`config.mk`:
```
export PLATFORM = sky130hd
export DESIGN_NAME = irq_vector_ctrl
export DESIGN_NICKNAME = d
export VERILOG_FILES = /design/src/rtl/irq_vec_pkg.sv /design/src/rtl/irq_pin_sync.sv /design/src/rtl/irq_pend_bank.sv /design/src/rtl/irq_prio_enc.sv /design/src/rtl/irq_vector_ctrl.sv
export SDC_FILE = /design/constraint.sdc
export NUM_CORES = 1
export LEC_CHECK = 0
export ABC_AREA = 1
export ABC_CLOCK_PERIOD_IN_PS = 1900
export BUFFER_PORTS_ARGS = -buffer_cell sky130_fd_sc_hd__buf_4
export CORE_UTILIZATION = 45
export DETAILED_ROUTE_END_ITERATION = 8
export GPL_ROUTABILITY_DRIVEN = 0
export GPL_TIMING_DRIVEN = 0
export PLACE_DENSITY_LB_ADDON = 0.05
export SYNTH_ARGS = -nofsm -noshare
export SYNTH_HDL_FRONTEND = slang
export SYNTH_HIERARCHICAL = 1
export SYNTH_SLANG_ARGS = --single-unit
```
`constraint.sdc`:
```
create_clock -name clk -period 1.9 [get_ports clk]
set_input_delay 0.285 -clock clk [delete_from_list [all_inputs] [get_ports clk]]
set_output_delay 0.285 -clock clk [all_outputs]
set_load 0.05 [all_outputs]
```
`src/rtl/irq_vec_pkg.sv`:
```
package irq_vec_pkg;
    localparam int CODE_W = 6;
    localparam int VEC_W  = 32;
    localparam logic [CODE_W-1:0] IDLE_CODE = 6'h3F;

    typedef enum logic [1:0] {
        SEL_EDGE = 2'd0,
        SEL_MASK = 2'd1,
        SEL_PEND = 2'd2,
        SEL_RSVD = 2'd3
    } cfg_sel_e;
endpackage

```
`src/rtl/irq_pin_sync.sv`:
```
module irq_pin_sync #(
    parameter int N      = 8,
    parameter int STAGES = 2
) (
    input  logic         clk,
    input  logic         rst_n,
    input  logic [N-1:0] pin_i,
    output logic [N-1:0] lvl_o,
    output logic [N-1:0] rise_o
);
    typedef struct packed {
        logic [STAGES-1:0][N-1:0] stg;
        logic [N-1:0]             prev;
    } sync_t;

    sync_t s_d, s_q;

    always_comb begin
        s_d        = s_q;
        s_d.stg[0] = pin_i;
        for (int k = 1; k < STAGES; k++) begin
            s_d.stg[k] = s_q.stg[k-1];
        end
        s_d.prev = s_q.stg[STAGES-1];
    end

    always_ff @(posedge clk or negedge rst_n) begin
        if (!rst_n) s_q <= '0;
        else        s_q <= s_d;
    end

    assign lvl_o  = s_q.stg[STAGES-1];
    assign rise_o = lvl_o & ~s_q.prev;

    for (genvar k = 0; k < N; k++) begin : g_chk

        rise_pulse_chk: assert property (@(posedge clk) disable iff (!rst_n)
            rise_o[k] |=> !rise_o[k]);
    end
endmodule

```
`src/rtl/irq_pend_bank.sv`:
```
module irq_pend_bank #(
    parameter int N_PIN = 8,
    localparam int N_SRC = 2 * N_PIN
) (
    input  logic             clk,
    input  logic             rst_n,
    input  logic [N_PIN-1:0] edge_sel_i,
    input  logic [N_PIN-1:0] pin_lvl_i,
    input  logic [N_PIN-1:0] pin_rise_i,
    input  logic [N_PIN-1:0] int_lvl_i,
    input  logic             clr_we_i,
    input  logic [N_SRC-1:0] clr_bits_i,
    output logic [N_SRC-1:0] pend_o
);
    logic [N_SRC-1:0] pend_d, pend_q;

    always_comb begin
        pend_d = pend_q;
        for (int k = 0; k < N_PIN; k++) begin
            if (edge_sel_i[k]) begin
                if (pin_rise_i[k])
                    pend_d[2*k] = 1'b1;
                else if (clr_we_i && clr_bits_i[2*k])
                    pend_d[2*k] = 1'b0;
            end else begin
                pend_d[2*k] = pin_lvl_i[k];
            end
            pend_d[2*k+1] = int_lvl_i[k];
        end
    end

    always_ff @(posedge clk or negedge rst_n) begin
        if (!rst_n) pend_q <= '0;
        else        pend_q <= pend_d;
    end

    assign pend_o = pend_q;

    for (genvar k = 0; k < N_PIN; k++) begin : g_chk

        edge_set_chk: assert property (@(posedge clk) disable iff (!rst_n)
            (edge_sel_i[k] && pin_rise_i[k]) |=> pend_q[2*k]);

        lvl_follow_chk: assert property (@(posedge clk) disable iff (!rst_n)
            !edge_sel_i[k] |=> (pend_q[2*k] == $past(pin_lvl_i[k])));

        int_follow_chk: assert property (@(posedge clk) disable iff (!rst_n)
            rst_n |=> (pend_q[2*k+1] == $past(int_lvl_i[k])));
    end
endmodule

```
`src/rtl/irq_prio_enc.sv`:
```
module irq_prio_enc #(
    parameter int N_SRC = 16,
    localparam int IDX_W = $clog2(N_SRC)
) (
    input  logic [N_SRC-1:0] req_i,
    output logic             valid_o,
    output logic [IDX_W-1:0] idx_o
);
    always_comb begin
        valid_o = 1'b0;
        idx_o   = '0;
        for (int i = N_SRC - 1; i >= 0; i--) begin
            if (req_i[i]) begin
                valid_o = 1'b1;
                idx_o   = IDX_W'(i);
            end
        end
    end
endmodule

```
`src/rtl/irq_vector_ctrl.sv`:
```
module irq_vector_ctrl
    import irq_vec_pkg::*;
#(
    parameter int N_PIN       = 8,
    parameter int SYNC_STAGES = 2,
    localparam int N_SRC = 2 * N_PIN,
    localparam int IDX_W = $clog2(N_SRC)
) (
    input  logic             clk,
    input  logic             rst_n,
    input  logic [N_PIN-1:0] ext_irq_i,
    input  logic [N_PIN-1:0] int_lvl_i,
    input  logic             cfg_we_i,
    input  logic [1:0]       cfg_sel_i,
    input  logic [N_SRC-1:0] cfg_wdata_i,
    output logic             irq_o,
    output logic [VEC_W-1:0] vector_o,
    output logic [N_SRC-1:0] pend_o,
    output logic [N_SRC-1:0] mask_o
);
    typedef struct packed {
        logic [N_PIN-1:0] edge_sel;
        logic [N_SRC-1:0] mask;
    } cfg_t;

    cfg_t             cfg_d, cfg_q;
    cfg_sel_e         sel;
    logic [N_PIN-1:0] pin_lvl, pin_rise;
    logic [N_SRC-1:0] pend, enabled;
    logic             win_valid;
    logic [IDX_W-1:0] win_idx;
    logic [CODE_W-1:0] code;

    assign sel = cfg_sel_e'(cfg_sel_i);

    always_comb begin
        cfg_d = cfg_q;
        if (cfg_we_i) begin
            case (sel)
                SEL_EDGE: cfg_d.edge_sel = cfg_wdata_i[N_PIN-1:0];
                SEL_MASK: cfg_d.mask     = cfg_wdata_i;
                default:  ;
            endcase
        end
    end

    always_ff @(posedge clk or negedge rst_n) begin
        if (!rst_n) cfg_q <= '0;
        else        cfg_q <= cfg_d;
    end

    irq_pin_sync #(.N(N_PIN), .STAGES(SYNC_STAGES)) i_sync (
        .clk    (clk),
        .rst_n  (rst_n),
        .pin_i  (ext_irq_i),
        .lvl_o  (pin_lvl),
        .rise_o (pin_rise)
    );

    irq_pend_bank #(.N_PIN(N_PIN)) i_pend (
        .clk        (clk),
        .rst_n      (rst_n),
        .edge_sel_i (cfg_q.edge_sel),
        .pin_lvl_i  (pin_lvl),
        .pin_rise_i (pin_rise),
        .int_lvl_i  (int_lvl_i),
        .clr_we_i   (cfg_we_i && (sel == SEL_PEND)),
        .clr_bits_i (cfg_wdata_i),
        .pend_o     (pend)
    );

    assign enabled = pend & cfg_q.mask;

    irq_prio_enc #(.N_SRC(N_SRC)) i_prio (
        .req_i   (enabled),
        .valid_o (win_valid),
        .idx_o   (win_idx)
    );

    assign code     = win_valid ? CODE_W'({win_idx, 1'b0}) : IDLE_CODE;
    assign vector_o = {code, {(VEC_W - CODE_W){1'b0}}};
    assign irq_o    = |enabled;
    assign pend_o   = pend;
    assign mask_o   = cfg_q.mask;


    irq_code_chk: assert property (@(posedge clk) disable iff (!rst_n)
        irq_o |-> (vector_o[VEC_W-1 -: CODE_W] != IDLE_CODE));

    idle_code_chk: assert property (@(posedge clk) disable iff (!rst_n)
        !irq_o |-> (vector_o[VEC_W-1 -: CODE_W] == IDLE_CODE));

    winner_chk: assert property (@(posedge clk) disable iff (!rst_n)
        irq_o |-> (enabled[win_idx] &&
                   ((enabled & ((N_SRC'(1) << win_idx) - N_SRC'(1))) == '0)));

    rsvd_write_chk: assert property (@(posedge clk) disable iff (!rst_n)
        (cfg_we_i && sel == SEL_RSVD) |=> $stable(mask_o));
endmodule

```
==> report_table.html, run 1 <==
<table>
<tr><th>Metric</th><th>Value</th></tr>
<tr><th colspan="2">Timing</th></tr>
<tr><td>Highest achievable clock rate</td><td>0.445 GHz</td></tr>
<tr><td>Final clock skew</td><td>~4.1 ps</td></tr>
<tr><td>RSZ-0062 raised after global routing</td><td>true</td></tr>
<tr><td>Hold slack</td><td>34.2 ps</td></tr>
<tr><td>Transition time of the tightest slew-check pin</td><td>around 800 ps</td></tr>
<tr><td>Post-layout minimum cycle time</td><td>between 2000 and 2500 ps</td></tr>
<tr><td>Slew HR</td><td>~47%</td></tr>
<tr><td>Total count of max-transition violations in the final report</td><td>0</td></tr>
<tr><td>Final setup violation count</td><td>6</td></tr>
<tr><td>Share of the clock period used by the worst path after layout</td><td>118%</td></tr>
<tr><td>Final hold viol count</td><td>0</td></tr>
<tr><td>Final WS setup</td><td>-347 ps</td></tr>
<tr><th colspan="2">Drt</th></tr>
<tr><td>Detail-routed via count per cell</td><td>approximately 4.4</td></tr>
<tr><td>Routed length per placed instance</td><td>roughly 12 um</td></tr>
<tr><td>Post-route ant nets</td><td>0</td></tr>
<tr><td>Via Count</td><td>between 2k and 2.5k</td></tr>
<tr><td>Remaining DRCs</td><td>0</td></tr>
<tr><td>Pre-Repair DR Iteration Count</td><td>4</td></tr>
<tr><td>Number of violations reported at the end of detailed-routing iteration 0</td><td>roughly 100</td></tr>
<tr><td>Wire length reported by the detailed router</td><td>around 6.6 mm</td></tr>
<tr><th colspan="2">Yosys</th></tr>
<tr><td>Largest family of logic cells by synthesized area</td><td>buffers and inverters</td></tr>
<tr><td>Multiplexer fraction of the synthesized cell area</td><td>0%</td></tr>
<tr><td>Number of warning messages in the yosys log</td><td>6</td></tr>
<tr><td>Adder and majority cell fraction of the synthesized area</td><td>0%</td></tr>
<tr><td>Number of storage elements in the synthesis netlist</td><td>between 60 and 70</td></tr>
<tr><td>Yosys top cell by area</td><td>sky130_fd_sc_hd__dfrtp_1</td></tr>
<tr><td>Simple-gate share of the synthesized area</td><td>19.2%</td></tr>
<tr><td>Number of distinct library cells after synthesis</td><td>24</td></tr>
<tr><td>Yosys top cell area share</td><td>between 50 and 60%</td></tr>
<tr><td>Synthesized area</td><td>slightly above 3000 um2</td></tr>
<tr><td>Post-synth EDFFs</td><td>0</td></tr>
<tr><td>Most area-consuming cells after synthesis</td><td>sky130_fd_sc_hd__dfrtp_1 52%, sky130_fd_sc_hd__buf_4 13%, sky130_fd_sc_hd__nand2_1 11%</td></tr>
<tr><td>Syn Inst Count</td><td>roughly 360</td></tr>
<tr><td>Async set or reset register ratio after synthesis</td><td>between 90% and 100%</td></tr>
<tr><td>Main flop type after synthesis</td><td>sky130_fd_sc_hd__dfrtp_1</td></tr>
<tr><td>Compound-cell area share of the yosys netlist</td><td>roughly 6.7%</td></tr>
<tr><td>Most frequent cell after synthesis</td><td>sky130_fd_sc_hd__nand2_1</td></tr>
<tr><td>Mapped Avg Cell Area</td><td>8.65 um2</td></tr>
<tr><td>Synth top cells by count</td><td>88 x sky130_fd_sc_hd__nand2_1, 64 x sky130_fd_sc_hd__dfrtp_1, 64 x sky130_fd_sc_hd__inv_1</td></tr>
<tr><td>Share of the yosys chip area belonging to registers</td><td>approximately 52%</td></tr>
<tr><td>Synthesized-area fraction occupied by xor and xnor cells</td><td>0%</td></tr>
<tr><th colspan="2">Power</th></tr>
<tr><td>Cell area power density</td><td>~1100 nW/um2</td></tr>
<tr><td>Maximum vdd ir drop</td><td>0.587 mV</td></tr>
<tr><td>Leakage component of the power</td><td>approximately 0.0024 uW</td></tr>
<tr><th colspan="2">Global route</th></tr>
<tr><td>Overall Global Routing Usage</td><td>19.8%</td></tr>
<tr><td>Antenna violations before repair</td><td>0</td></tr>
<tr><td>Overflow left after global routing</td><td>0</td></tr>
<tr><td>Number of global-route vias before repair</td><td>roughly 2.3k</td></tr>
<tr><td>Pin count of the biggest net entering global routing</td><td>65</td></tr>
<tr><td>Wire length of the first global-routing pass</td><td>between 10 and 15 mm</td></tr>
<tr><th colspan="2">Clock tree</th></tr>
<tr><td>Worst skew pair latency</td><td>340 ps</td></tr>
<tr><td>Deepest clock path buffer count</td><td>2</td></tr>
<tr><td>H-Tree Level Count</td><td>3</td></tr>
<tr><td>TritonCTS Buffers</td><td>9</td></tr>
<tr><td>Buffer cell driving the clock tree root</td><td>sky130_fd_sc_hd__clkbuf_8</td></tr>
<tr><td>Clock transition at the register clock pins on the worst setup and hold paths after CTS</td><td>approximately 70 ps</td></tr>
<tr><td>Clock Sinks</td><td>64</td></tr>
<tr><td>TritonCTS clock tree</td><td>done</td></tr>
<tr><th colspan="2">Outcome</th></tr>
<tr><td>Violated checks</td><td>negative setup slack</td></tr>
<tr><td>Run status</td><td>finished, violations left</td></tr>
<tr><th colspan="2">Critical path</th></tr>
<tr><td>Crit Path Category</td><td>flip-flop to primary output</td></tr>
<tr><td>Data required time of the worst path</td><td>1620 ps</td></tr>
<tr><td>Endpoint type of the worst setup path</td><td>primary output</td></tr>
<tr><td>Worst setup SP type</td><td>flip-flop</td></tr>
<tr><td>Worst reg2reg startpoint</td><td>i_sync/lvl_o[7]</td></tr>
<tr><td>Critical path data arrival time</td><td>1960 ps</td></tr>
<tr><td>Worst-path fanout max</td><td>3</td></tr>
<tr><td>Reg2Reg Setup Slack</td><td>1020 ps</td></tr>
<tr><td>Depth of the most critical reg-to-reg path</td><td>6</td></tr>
<tr><td>FF-to-FF End</td><td>i_pend/pend_o[14]</td></tr>
<tr><th colspan="2">Layout</th></tr>
<tr><td>Fin cells</td><td>563</td></tr>
<tr><td>Number of nets in the finished design</td><td>518</td></tr>
<tr><td>Inserted Diodes</td><td>0</td></tr>
<tr><td>Fraction of final layout cells sized beyond drive strength 1</td><td>46.7%</td></tr>
<tr><td>Area Growth Syn to Fin</td><td>38.4%</td></tr>
<tr><th colspan="2">Min path</th></tr>
<tr><td>Min-delay worst type</td><td>primary input to async pin</td></tr>
<tr><th colspan="2">Place</th></tr>
<tr><td>Port Buf Inserts</td><td>75</td></tr>
<tr><td>Final HPWL DP</td><td>approximately 4.8 mm</td></tr>
<tr><td>Post-placement cell count</td><td>536</td></tr>
<tr><th colspan="2">Floorplanning</th></tr>
<tr><td>X dimension of the die</td><td>~85 um</td></tr>
<tr><td>Number of rows created at floorplan</td><td>29</td></tr>
<tr><td>I/O pin count</td><td>roughly 100</td></tr>
<tr><td>Total core area</td><td>between 6000 and 7000 um2</td></tr>
<tr><td>Chip Height</td><td>roughly 85 um</td></tr>
<tr><td>Die area</td><td>7240 um2</td></tr>
<tr><td>Initial Util</td><td>47.8%</td></tr>
<tr><th colspan="2">Flow run</th></tr>
<tr><td>Total of max-cap violations</td><td>0</td></tr>
</table>
[worst max-delay path, stage by stage, from the launching register on]
cell,delay [ps]
sky130_fd_sc_hd__dfrtp_2,410
sky130_fd_sc_hd__nand2_2,100
sky130_fd_sc_hd__inv_4,50
sky130_fd_sc_hd__inv_4,50
sky130_fd_sc_hd__nand2_2,50
sky130_fd_sc_hd__nand2_2,50
sky130_fd_sc_hd__nand2_1,40
sky130_fd_sc_hd__nand2_1,50
sky130_fd_sc_hd__nand2_1,40
sky130_fd_sc_hd__nand2_1,50
sky130_fd_sc_hd__nand2_1,40
sky130_fd_sc_hd__nand2_1,50
sky130_fd_sc_hd__nand2_1,40
sky130_fd_sc_hd__nand2_1,50
sky130_fd_sc_hd__nand2_1,50
sky130_fd_sc_hd__nand2_1,70
sky130_fd_sc_hd__a21oi_2,60
sky130_fd_sc_hd__or2_4,230
sky130_fd_sc_hd__buf_8,150
[registers in the layout, indices dropped and copies added, names as in the netlist]
register       flops
i_sync/s_q         8
i_sync/s_d         8
i_pend/pend_o     16
i_sync/lvl_o       8
mask_o            16
cfg_q              8
[timing repair]
item / CTS / global route
pin swaps: 8 / 9
resized for setup: 20 / 15
setup endpoints to repair: 6 / 6
setup buffers: 6 / 5
hold buffers: 0 / 0
[metal layers]
layer  routed length (um)  vias up  track usage, %  share of wire [%]
met1                 2840     1122            25.1                 43
li1                     -     1246               -                  -
met4                  107        0            9.24                1.6
met2                 3240       78            32.4                 49
met3                  398       10            4.47                6.0
met5                    0        -               0                  0
[worst max path at each step]
stage / start / to / slack (ps) / cells after the start
after global placement: i_pend/pend_o[15] / vector_o[28] / -90 / 11
after floorplan: i_pend/pend_o[2] / vector_o[27] / -90 / 10
after detailed placement: mask_o[15] / vector_o[28] / -110 / 11
after global routing: i_pend/pend_o[13] / vector_o[27] / -480 / 18
final: i_pend/pend_o[13] / vector_o[27] / -350 / 18
after CTS: i_pend/pend_o[14] / vector_o[28] / -360 / 11
[per-stage QoR]
step	area (um2)	setup TNS (ps)	utilization, %	total power [uW]	setup slack, ps
final	4300	-2020	66.2	4600	-347
after CTS	4220	-1940	64.9	4580	-357
after detailed placement	3900	-152	60.0	3270	-109
after floorplan	3240	-431	-	2840	-93.3
after global placement	3900	-122	60.0	3240	-86.9
after global routing	4300	-2770	66.2	4830	-480
[power breakdown]
part           switching, uW  internal [uW]
Combinational           1090            684
Sequential               125           1520
Clock                    509            672
Total                   1720           2880
[kinds of logic (layout without fill, tap and decap cells)]
family | after synthesis | after routing
buffers and inverters | 126 | 228
AOI/OAI and AO/OA | 35 | 35
DFF | 64 | 64
and+or+nand+nor | 133 | 133
other | 1 | 26
[final cells by class]
cell class / instances / area [um2]
Clock buffer: 11 / 151
Sequential cell: 64 / 1620
Inverter: 70 / 272
Buffer: 56 / 433
Multi-Input combinational cell: 194 / 973
Fill cell: 571 / 2200
Timing Repair Buffer: 86 / 694
Tap cell: 77 / 96.3
Clock inverter: 5 / 55.1
[cell usage in the layout (no fill, tap or decap), types with 2 or more instances in the layout]
cell type	netlist	routed
sky130_fd_sc_hd__nand2_2	3	9
sky130_fd_sc_hd__inv_1	64	57
sky130_fd_sc_hd__inv_4	0	2
sky130_fd_sc_hd__inv_2	6	10
sky130_fd_sc_hd__nand2_1	88	82
sky130_fd_sc_hd__nor3_1	3	2
sky130_fd_sc_hd__o21ai_0	8	8
sky130_fd_sc_hd__buf_4	52	131
sky130_fd_sc_hd__buf_8	1	7
sky130_fd_sc_hd__dfrtp_1	64	48
sky130_fd_sc_hd__clkinvlp_4	0	3
sky130_fd_sc_hd__nand4_1	10	10
sky130_fd_sc_hd__clkbuf_8	0	11
sky130_fd_sc_hd__conb_1	1	26
sky130_fd_sc_hd__o21ai_2	8	8
sky130_fd_sc_hd__nor2_1	8	8
sky130_fd_sc_hd__dfrtp_2	0	16
sky130_fd_sc_hd__buf_6	2	3
sky130_fd_sc_hd__o21ai_1	16	16
sky130_fd_sc_hd__a21oi_2	1	2
sky130_fd_sc_hd__nand3_2	0	4
sky130_fd_sc_hd__clkinv_2	0	2
sky130_fd_sc_hd__nor2_2	9	9
sky130_fd_sc_hd__or2_4	0	5
(Power assumes the default switching activity.)
==> run 2, diff against run 1 <==
--- a/config.mk
+++ b/config.mk
@@ -6,7 +6,7 @@
 export NUM_CORES = 1
 export LEC_CHECK = 0
 export ABC_AREA = 1
-export ABC_CLOCK_PERIOD_IN_PS = 1900
+export ABC_CLOCK_PERIOD_IN_PS = 2130
 export BUFFER_PORTS_ARGS = -buffer_cell sky130_fd_sc_hd__buf_4
 export CORE_UTILIZATION = 45
 export DETAILED_ROUTE_END_ITERATION = 8
==> constraint.sdc (replaced) <==
create_clock -name clk -period 2.13 [get_ports clk]
set_input_delay 0.3195 -clock clk [delete_from_list [all_inputs] [get_ports clk]]
set_output_delay 0.3195 -clock clk [all_outputs]
set_load 0.05 [all_outputs]
==> run 2 against run 1 <==
Effect of this change:
- the flow still finishes with violations (negative setup slack)
- clock power shrank 24%
- clock skew is essentially flat
- sequential power shrank 12%
- critical path type unchanged
- largest cell class unchanged
- largest power group unchanged
==> report_table.html, run 2 (synthesis gave the netlist of run 1 again) <==
<table>
<tr><th>Metric</th><th>Value</th></tr>
<tr><th colspan="2">Drt</th></tr>
<tr><td>Post-route ant nets</td><td>0</td></tr>
<tr><td>Routed length per placed instance</td><td>between 10 and 15 um</td></tr>
<tr><td>Detail-routed via count per cell</td><td>about 4.3</td></tr>
<tr><td>Number of violations reported at the end of detailed-routing iteration 0</td><td>102</td></tr>
<tr><td>Wire length reported by the detailed router</td><td>around 6.4 mm</td></tr>
<tr><td>Pre-Repair DR Iteration Count</td><td>4</td></tr>
<tr><td>Remaining DRCs</td><td>0</td></tr>
<tr><td>Via Count</td><td>around 2.4k</td></tr>
<tr><th colspan="2">Clock tree</th></tr>
<tr><td>Cts-stage hold buffer count</td><td>0</td></tr>
<tr><td>Clock transition at the register clock pins on the worst setup and hold paths after CTS</td><td>around 70 ps</td></tr>
<tr><td>H-Tree Level Count</td><td>3</td></tr>
<tr><td>Worst skew pair latency</td><td>approximately 340 ps</td></tr>
<tr><td>Buffer cell driving the clock tree root</td><td>sky130_fd_sc_hd__clkbuf_8</td></tr>
<tr><td>Clock Sinks</td><td>64</td></tr>
<tr><td>TritonCTS clock tree</td><td>done</td></tr>
<tr><td>Deepest clock path buffer count</td><td>2</td></tr>
<tr><td>TritonCTS Buffers</td><td>9</td></tr>
<tr><th colspan="2">Layout</th></tr>
<tr><td>Inserted Diodes</td><td>0</td></tr>
<tr><td>Area of all placed cells without fillers</td><td>~4200 um2</td></tr>
<tr><td>Fraction of final layout cells sized beyond drive strength 1</td><td>a little over two fifths</td></tr>
<tr><td>Fin cells</td><td>approximately 560</td></tr>
<tr><td>Area Growth Syn to Fin</td><td>35.1%</td></tr>
<tr><td>Most common cell after layout, fill and taps aside</td><td>sky130_fd_sc_hd__buf_4</td></tr>
<tr><td>Number of nets in the finished design</td><td>slightly above 500</td></tr>
<tr><td>Leading cell types in the layout, fill and taps excluded</td><td>136 x sky130_fd_sc_hd__buf_4, 83 x sky130_fd_sc_hd__nand2_1, 58 x sky130_fd_sc_hd__inv_1</td></tr>
<tr><th colspan="2">Outcome</th></tr>
<tr><td>Run status</td><td>finished, violations left</td></tr>
<tr><td>Violated checks</td><td>negative setup slack</td></tr>
<tr><th colspan="2">Place</th></tr>
<tr><td>Place WS</td><td>between 60 and 70 ps</td></tr>
<tr><td>Post-placement cell count</td><td>536</td></tr>
<tr><td>Placement-stage cell area</td><td>3890 um2</td></tr>
<tr><td>Port Buf Inserts</td><td>75</td></tr>
<tr><td>Final HPWL DP</td><td>~4.6 mm</td></tr>
<tr><th colspan="2">Floorplanning</th></tr>
<tr><td>Initial Util</td><td>47.8%</td></tr>
<tr><td>I/O pin count</td><td>between 100 and 150</td></tr>
<tr><td>Chip Height</td><td>roughly 85 um</td></tr>
<tr><td>Total core area</td><td>between 6000 and 7000 um2</td></tr>
<tr><td>Die area</td><td>approximately 7200 um2</td></tr>
<tr><td>X dimension of the die</td><td>85.1 um</td></tr>
<tr><td>Number of rows created at floorplan</td><td>29</td></tr>
<tr><th colspan="2">Critical path</th></tr>
<tr><td>Crit path top cell by count</td><td>sky130_fd_sc_hd__nand3_2</td></tr>
<tr><td>Critical path data arrival time</td><td>approximately 2000 ps</td></tr>
<tr><td>Worst setup SP type</td><td>flip-flop</td></tr>
<tr><td>Depth of the most critical reg-to-reg path</td><td>6</td></tr>
<tr><td>Crit Path Category</td><td>flip-flop to primary output</td></tr>
<tr><td>Reg2Reg Setup Slack</td><td>1280 ps</td></tr>
<tr><td>Cells traversed along the worst timing path</td><td>nand2_2, inv_2, or2_4, nand3_2, nand3_2, nand3_2, nand3_2, a21oi_2, nor3_2, or2_4, buf_8</td></tr>
<tr><td>Cell with the biggest individual delay on the critical path</td><td>sky130_fd_sc_hd__dfrtp_2</td></tr>
<tr><td>Worst-path fanout max</td><td>3</td></tr>
<tr><td>Data required time of the worst path</td><td>around 1800 ps</td></tr>
<tr><td>Endpoint type of the worst setup path</td><td>primary output</td></tr>
<tr><td>Highest cell delay on the worst timing path</td><td>between 400 and 500 ps</td></tr>
<tr><th colspan="2">Global route</th></tr>
<tr><td>Wire length of the first global-routing pass</td><td>around 10 mm</td></tr>
<tr><td>Overall Global Routing Usage</td><td>18.8%</td></tr>
<tr><td>Number of global-route vias before repair</td><td>2191</td></tr>
<tr><td>Pin count of the biggest net entering global routing</td><td>65</td></tr>
<tr><td>Antenna violations before repair</td><td>0</td></tr>
<tr><td>Overflow left after global routing</td><td>0</td></tr>
<tr><th colspan="2">Timing</th></tr>
<tr><td>Final hold viol count</td><td>0</td></tr>
<tr><td>Final setup violation count</td><td>6</td></tr>
<tr><td>Highest achievable clock rate</td><td>between 0.4 and 0.5 GHz</td></tr>
<tr><td>Final clock skew</td><td>between 4 and 5 ps</td></tr>
<tr><td>Post-layout minimum cycle time</td><td>2320 ps</td></tr>
<tr><td>Final WS setup</td><td>-192 ps</td></tr>
<tr><td>RSZ-0062 raised after global routing</td><td>true</td></tr>
<tr><td>Transition time of the tightest slew-check pin</td><td>about 810 ps</td></tr>
<tr><td>Total count of max-transition violations in the final report</td><td>0</td></tr>
<tr><td>Setup TNS</td><td>-769 ps</td></tr>
<tr><td>Slew HR</td><td>46.1%</td></tr>
<tr><td>Share of the clock period used by the worst path after layout</td><td>109%</td></tr>
<tr><th colspan="2">Power</th></tr>
<tr><td>Cell area power density</td><td>925 nW/um2</td></tr>
<tr><td>Maximum vdd ir drop</td><td>between 0.6 and 0.7 mV</td></tr>
<tr><td>Total Power</td><td>3880 uW</td></tr>
<tr><td>Leakage component of the power</td><td>about 0.0024 uW</td></tr>
<tr><th colspan="2">Min path</th></tr>
<tr><td>Min-delay worst type</td><td>primary input to async pin</td></tr>
<tr><th colspan="2">Flow run</th></tr>
<tr><td>Total of max-cap violations</td><td>0</td></tr>
</table>
## run 2: cell type report
type | count | area [um2]
Fill cell | 557 | 2300
Sequential cell | 64 | 1610
Multi-Input combinational cell | 194 | 967
Timing Repair Buffer | 86 | 661
Buffer | 56 | 433
Inverter | 70 | 267
Clock buffer | 14 | 153
Tap cell | 77 | 96.3
Clock inverter | 2 | 10.0
## run 2: report_power, final
group	switching [uW]	internal, uW
combinational	956	570
clock	438	452
sequential	107	1360
## run 2: metrics by stage
| step | hold WS, ps | utilization (%) |
|---|---|---|
| 6_report | 66.9 | 64.6 |
| 3_5_place_dp | 336 | 59.9 |
| 5_1_grt | 75.7 | 64.6 |
| 2_1_floorplan | 23.9 | - |
| 4_1_cts | 72.6 | 64.3 |
| 3_3_place_gp | 333 | 59.9 |
## run 2: final timing paths
path / start / to
worst max register to register: i_sync/lvl_o[3] / i_pend/pend_o[6]
worst min-delay path: rst_n / i_sync/s_q[0]
worst max-delay path: i_pend/pend_o[15] / vector_o[28]
worst min register to register: i_sync/s_d[19] / i_sync/lvl_o[3]
min in group clk: int_lvl_i[1] / i_pend/pend_o[3]
max in group asynchronous: rst_n / i_pend/pend_o[15]
## run 2: routing by layer
metal	global-route usage, %	vias to the layer above	wire, um
li1	-	1246	-
met1	23.1	1101	2830
met2	32.3	72	3140
met3	3.60	11	374
met4	8.32	0	105
met5	0	-	0
## run 2: timing repair
action | in CTS | in global routing
endpoints found under the setup margin | 6 | 6
gates resized for setup | 18 | 4
setup buffers | 10 | 1
hold endpoints to repair | 0 | 0
gates cloned | 0 | 0
pin swaps | 10 | 3
## run 2: worst max-delay path: cells and delay by family, from the launching register on
family | cells | cell delay [ps]
compound gates | 1 | 140
simple gates | 8 | 910
flops | 1 | 410
buf+inv | 2 | 200
